**config.mk**
```make
export PLATFORM = sky130hd
export DESIGN_NAME = ext_irq_detect
export DESIGN_NICKNAME = d
export VERILOG_FILES = /design/src/rtl/eint_pkg.sv /design/src/rtl/eint_sync.sv /design/src/rtl/eint_regs.sv /design/src/rtl/eint_detect.sv /design/src/rtl/ext_irq_detect.sv
export SDC_FILE = /design/constraint.sdc
export NUM_CORES = 1
export LEC_CHECK = 0
export ABC_AREA = 1
export BUFFER_PORTS_ARGS = -buffer_cell sky130_fd_sc_hd__buf_4
export CORE_AREA = 5 5 140 102
export DETAILED_ROUTE_END_ITERATION = 8
export DIE_AREA = 0 0 145 107
export PLACE_DENSITY = 0.69
export SYNTH_ARGS = -nofsm -noshare
export SYNTH_HDL_FRONTEND = slang
export SYNTH_HIERARCHICAL = 1
export SYNTH_SLANG_ARGS = --single-unit
```
**constraint.sdc**
```tcl
create_clock -name clk_i -period 1.7 [get_ports clk_i]
set_clock_uncertainty 0.2 [all_clocks]
set_input_delay 0.425 -clock clk_i [delete_from_list [all_inputs] [get_ports clk_i]]
set_output_delay 0.425 -clock clk_i [all_outputs]
set_load 0.05 [all_outputs]
```
**src/rtl/eint_pkg.sv**
```systemverilog
package eint_pkg;
  localparam int REG_W     = 32;
  localparam int SLOT_W    = 4;
  localparam int MODE_W    = 3;
  localparam int GRP_LINES = 8;
  localparam logic [MODE_W-1:0] MODE_RST = 3'b010;

  typedef enum logic [1:0] {
    TRG_LEVEL = 2'b00,
    TRG_FALL  = 2'b01,
    TRG_RISE  = 2'b10,
    TRG_BOTH  = 2'b11
  } trg_kind_e;

  function automatic logic trig_hit(logic [MODE_W-1:0] mode, logic prev, logic cur);
    trg_kind_e kind;
    kind = trg_kind_e'(mode[2:1]);
    case (kind)
      TRG_LEVEL: trig_hit = mode[0] ? cur : ~cur;
      TRG_FALL:  trig_hit = prev & ~cur;
      TRG_RISE:  trig_hit = ~prev & cur;
      default:   trig_hit = prev ^ cur;
    endcase
  endfunction
endpackage

```
**src/rtl/eint_sync.sv**
```systemverilog
module eint_sync #(
  parameter int W = 16
) (
  input  logic         clk_i,
  input  logic         rst_ni,
  input  logic [W-1:0] async_i,
  output logic [W-1:0] sync_o
);
  logic [W-1:0] meta_q, sync_q;

  always_ff @(posedge clk_i or negedge rst_ni) begin
    if (!rst_ni) begin
      meta_q <= '0;
      sync_q <= '0;
    end else begin
      meta_q <= async_i;
      sync_q <= meta_q;
    end
  end

  assign sync_o = sync_q;
endmodule

```
**src/rtl/eint_regs.sv**
```systemverilog
module eint_regs #(
  parameter int N_LINES   = 16,
  parameter int LINE_BASE = 4,
  parameter int ADDR_W    = 2
) (
  input  logic                                 clk_i,
  input  logic                                 rst_ni,
  input  logic                                 wr_en_i,
  input  logic [ADDR_W-1:0]                    wr_addr_i,
  input  logic [eint_pkg::REG_W-1:0]           wr_data_i,
  output logic [N_LINES-1:0][eint_pkg::MODE_W-1:0] mode_o,
  output logic [N_LINES-1:0]                   mask_o,
  output logic [N_LINES-1:0]                   clr_o
);
  import eint_pkg::*;

  localparam int NGRP      = (N_LINES + GRP_LINES - 1) / GRP_LINES;
  localparam int MASK_ADDR = NGRP;
  localparam int CLR_ADDR  = NGRP + 1;

  logic [N_LINES-1:0][MODE_W-1:0] mode_q;
  logic [N_LINES-1:0]             mask_q;
  logic                           mask_we, clr_we;
  logic                           unused_data;

  assign mask_we     = wr_en_i && (wr_addr_i == ADDR_W'(MASK_ADDR));
  assign clr_we      = wr_en_i && (wr_addr_i == ADDR_W'(CLR_ADDR));
  assign unused_data = ^wr_data_i;

  for (genvar g = 0; g < NGRP; g++) begin : g_grp
    logic grp_we;
    assign grp_we = wr_en_i && (wr_addr_i == ADDR_W'(g));
    for (genvar j = 0; j < GRP_LINES; j++) begin : g_slot
      if (g * GRP_LINES + j < N_LINES) begin : g_line
        // slot bit 3 is reserved (filter enable), not stored
        always_ff @(posedge clk_i or negedge rst_ni) begin
          if (!rst_ni)     mode_q[g*GRP_LINES+j] <= MODE_RST;
          else if (grp_we) mode_q[g*GRP_LINES+j] <= wr_data_i[SLOT_W*j +: MODE_W];
        end
      end
    end
  end

  always_ff @(posedge clk_i or negedge rst_ni) begin
    if (!rst_ni)      mask_q <= '1;
    else if (mask_we) mask_q <= wr_data_i[LINE_BASE +: N_LINES];
  end

  assign clr_o  = clr_we ? wr_data_i[LINE_BASE +: N_LINES] : '0;
  assign mode_o = mode_q;
  assign mask_o = mask_q;

  a_r8_mask_write: assert property (@(posedge clk_i) disable iff (!rst_ni)
    mask_we |=> (mask_q == $past(wr_data_i[LINE_BASE +: N_LINES])));
endmodule

```
**src/rtl/eint_detect.sv**
```systemverilog
module eint_detect #(
  parameter int N_LINES = 16
) (
  input  logic                                     clk_i,
  input  logic                                     rst_ni,
  input  logic [N_LINES-1:0]                       cur_i,
  input  logic [N_LINES-1:0][eint_pkg::MODE_W-1:0] mode_i,
  output logic [N_LINES-1:0]                       set_o
);
  import eint_pkg::*;

  logic [N_LINES-1:0] prev_q;

  always_ff @(posedge clk_i or negedge rst_ni) begin
    if (!rst_ni) prev_q <= '0;
    else         prev_q <= cur_i;
  end

  for (genvar k = 0; k < N_LINES; k++) begin : g_det
    assign set_o[k] = trig_hit(mode_i[k], prev_q[k], cur_i[k]);

    a_r6_edge_needs_change: assert property (@(posedge clk_i) disable iff (!rst_ni)
      ((mode_i[k][2:1] != 2'b00) && set_o[k]) |-> (cur_i[k] != prev_q[k]));
  end
endmodule

```
**src/rtl/ext_irq_detect.sv**
```systemverilog
module ext_irq_detect #(
  parameter int N_LINES   = 16,
  parameter int LINE_BASE = 4,
  parameter int ADDR_W    = $clog2((N_LINES + 7) / 8 + 2)
) (
  input  logic               clk_i,
  input  logic               rst_ni,
  input  logic [N_LINES-1:0] line_i,
  input  logic               wr_en_i,
  input  logic [ADDR_W-1:0]  wr_addr_i,
  input  logic [31:0]        wr_data_i,
  output logic [N_LINES-1:0] pend_o,
  output logic               irq_o
);
  import eint_pkg::*;

  logic [N_LINES-1:0]             sync_w, set_w, clr_w, mask_w;
  logic [N_LINES-1:0][MODE_W-1:0] mode_w;
  logic [N_LINES-1:0]             pend_q;

  eint_sync #(.W(N_LINES)) u_sync (
    .clk_i, .rst_ni, .async_i(line_i), .sync_o(sync_w)
  );

  eint_regs #(.N_LINES(N_LINES), .LINE_BASE(LINE_BASE), .ADDR_W(ADDR_W)) u_regs (
    .clk_i, .rst_ni, .wr_en_i, .wr_addr_i, .wr_data_i,
    .mode_o(mode_w), .mask_o(mask_w), .clr_o(clr_w)
  );

  eint_detect #(.N_LINES(N_LINES)) u_det (
    .clk_i, .rst_ni, .cur_i(sync_w), .mode_i(mode_w), .set_o(set_w)
  );

  // set wins over a simultaneous clear
  always_ff @(posedge clk_i or negedge rst_ni) begin
    if (!rst_ni) pend_q <= '0;
    else         pend_q <= (pend_q & ~clr_w) | set_w;
  end

  assign pend_o = pend_q;
  assign irq_o  = |(pend_q & ~mask_w);

  for (genvar k = 0; k < N_LINES; k++) begin : g_chk
    a_r9_fall_needs_clear: assert property (@(posedge clk_i) disable iff (!rst_ni)
      $fell(pend_q[k]) |-> $past(clr_w[k]));
    a_r3_rise_needs_set: assert property (@(posedge clk_i) disable iff (!rst_ni)
      $rose(pend_q[k]) |-> $past(set_w[k]));
    a_r11_set_wins: assert property (@(posedge clk_i) disable iff (!rst_ni)
      set_w[k] |=> pend_q[k]);
  end
endmodule

```
==> flow_summary.ini <==
[worst_setup_path]
r2r-start = u_sync/sync_o[1]
cp-end-kind = primary output
crit_chain = inv_1 > nand2_1 > nand2_1 > inv_1 > nand2_2 > nor2_4 > nand2_2 > buf_8
worstPathRequired_ps = 1070
timing.rr.end = pend_o[1]
cp-startpoint = u_regs/mask_o[15]
ff2ff_path_depth = 7
cp_slowest_cell = dfstp_2
worst-path-buf-inv = 3
critical_path.top_delay_family = flip-flops
r2r_setup_slack_ps = 230
max_stage_delay_ps = 520
critical_path_class = register to primary output
arrival_ps = 1560
crit_path_max_fanout = 2
start_kind = register

[hold_path]
hold_path_class = input pin to register
min_path_cells = 3
hold_start = wr_data_i[29]
min_to = u_regs/mode_o[22]

[cts]
clkLatencyLatePin_ps = 410
clockBufferDepth = 2
cts_buffers = 17
cts_root_buf = clkbuf_16
cts_tree = built
cts.htree.levels = 4
cts.clk_slew.worst_paths_ps = 50
clkSinkCount = 128

[timing]
min_period_over_period = 1.283
drv_slew = 0
finalCriticalPeriod_ps = 2180
slew_headroom = 0.7624
tightest_slew_ps = 355.9
fmax_ghz = 0.4586
setup_viol = 6
setup_ws_ps = -480.5
rsz0062_at_grt = yes
hold_viol = 0

[final_layout]
finalNetCount = 931
layout.cells.most_common_list = nand2_1, inv_1, dfrtp_1, buf_4, nand3_1
drive_above_1_share = 0.2398
n_fill_cell = 1049
syn2layout_area_growth_pct = 28.55
final_area_mm2 = 0.008066
antenna_cells = 0
layout_commonest_cell = nand2_1

[grt]
grt_overflow = 0
grtUsageTotal = 0.2009
grt_pass1_wl_mm = 25.04
grt_start_max_net_pins = 43
grt_pass1_vias = 5211
antenna_found_initial = 0

[synthesis]
ys_types = 16
yosys_warnings = 6
syn_nets = 822
netlist_instances = 737
ys_ff_latch = 128
synth_area_mm2 = 0.006275
syn_area_per_cell_um2 = 8.514
yosysSeqAreaShare = 0.5168

[pwr]
power_w = 0.009294
internal_power_w = 0.006707
power_density_mw_per_mm2 = 1152
power.static_leakage_nw = 4.436
ir_worst_vdd_v = 0.0007497
pwr-share-comb = 0.171
switching_share = 0.2784
p_clk_frac = 0.416
power.switching_w = 0.002587
power.share.sequential = 0.412

[placement]
port_buffers = 65
finalWeightedCongestion = 0.8387
hpwl_mm = 10.66
placed_area_mm2 = 0.007133

[status]
outcome = finished with violations
violations = negative setup slack

[route]
first_iter_violations = 282
dr.pass1.iters = 4
post_drt_wl_per_cell_um = 14.44
ant_nets = 0
drt-total-wl_mm = 14.80
dr_total_vias = 5197
via_per_inst = 5.070
drc = 0

[floorplan]
design.die.area_mm2 = 0.01552
io-pin-count = 70
core_area_mm2 = 0.01283
fp.dieW_um = 145
rows = 35
die_h_um = 107
initial_utilization = 0.4890

[job]
cap_violations = 0
[through the flow]
stage / hold slack, ps / utilization / instances / setup WS, ps / TNS (ps)
global placement: 113.1 / 0.5559 / 972 / -112.6 / -112.6
floorplan: -70.59 / - / 737 / 44.58 / 0
finish: 49.13 / 0.6287 / 1025 / -480.5 / -714.7
CTS: 26.28 / 0.6254 / 1023 / -490.3 / -768.0
detailed placement: 112.7 / 0.5559 / 972 / -126.9 / -126.9
global route: 31.86 / 0.6287 / 1025 / -589.6 / -1092
[cell usage after synthesis]
library cell / count / area (um2)
buf_2: 18 / 90.09
buf_4: 1 / 7.510
clkbuf_1: 4 / 15.01
dfrtp_1: 96 / 2402
dfstp_2: 32 / 840.8
ha_1: 32 / 400.4
inv_1: 150 / 563.0
inv_2: 2 / 7.510
nand2_1: 203 / 762.0
nand3_1: 72 / 360.4
nand3_2: 19 / 190.2
nand3b_1: 16 / 120.1
nand4_1: 41 / 256.5
nor2_1: 34 / 127.6
nor2_4: 1 / 11.26
o21bai_1: 16 / 120.1
[worst max-delay path by stage]
| stage | endpoint | slack (ps) | cells after the start |
|---|---|---|---|
| finish | irq_o | -480 | 8 |
| detailed placement | irq_o | -130 | 8 |
| floorplan | irq_o | 40 | 6 |
| global route | irq_o | -590 | 8 |
| CTS | irq_o | -490 | 8 |
| global placement | irq_o | -110 | 8 |
[sequential cells by signal, summed over array words and instances, names as in the netlist]
signal and cells:
pend_o 16, u_regs/mode_o 48, u_sync/meta_q 16, u_sync/sync_o 16
u_regs/mask_o 16, u_det/prev_q 16
[repair_timing]
| action | CTS | global route |
|---|---|---|
| hold endpoints to repair | 113 | 0 |
| gates resized for setup | 18 | 11 |
| pin swaps | 1 | 6 |
| setup endpoints to repair | 7 | 7 |
| setup buffers | 2 | 2 |
| hold buffers | 17 | 0 |
[layer usage]
metal  vias to the layer above  global-route usage  share of wire  wire length, um
met2                       133              0.3447           0.51             7479
li1                       2517                   -              -                -
met3                        17             0.06760          0.065              959
met1                      2530              0.2445           0.42             6190
met5                         -                   0              0                0
met4                         0             0.05175          0.012              174
[kinds of logic (layout without fill, tap and decap cells)]
kind of cell / count (synthesis) / after routing / share of synthesized area
and+or+nand+nor: 386 / 386 / 0.2913
buffers and inverters: 175 / 297 / 0.1089
DFF: 128 / 128 / 0.5168
adders and majority gates: 32 / 32 / 0.06381
AOI/OAI and AO/OA: 16 / 16 / 0.01914
[worst register-to-register path, cell delays in order, from the launching register on]
cell	delay (ps)
dfrtp_1	390
inv_1	80
ha_1	210
nand3_1	110
nand2_1	70
inv_1	80
nand3_2	60
o21bai_1	150
[layout make-up]
| cell class | count | area [um2] | share of cell area |
|---|---|---|---|
| flip-flops and latches | 128 | 3263 | 0.4045 |
| multi-input cells | 434 | 2366 | 0.2933 |
| repair buffers | 113 | 1020 | 0.1264 |
| inverters | 152 | 570.5 | 0.07073 |
| clock buffers | 19 | 452.9 | 0.05615 |
| well taps | 166 | 207.7 | 0.02575 |
| clock inverters | 13 | 186.4 | 0.02311 |
[power by group through the flow]
stage	Sequential, W	Combinational [W]	Clock, W
6_report	0.00383	0.00159	0.00387
5_1_grt	0.00388	0.00178	0.00411
4_1_cts	0.00383	0.00158	0.00396
3_5_place_dp	0.00387	0.00148	0
3_3_place_gp	0.00383	0.00141	0
2_1_floorplan	0.00396	0.000784	0
Power figures use the tool's default switching activity.
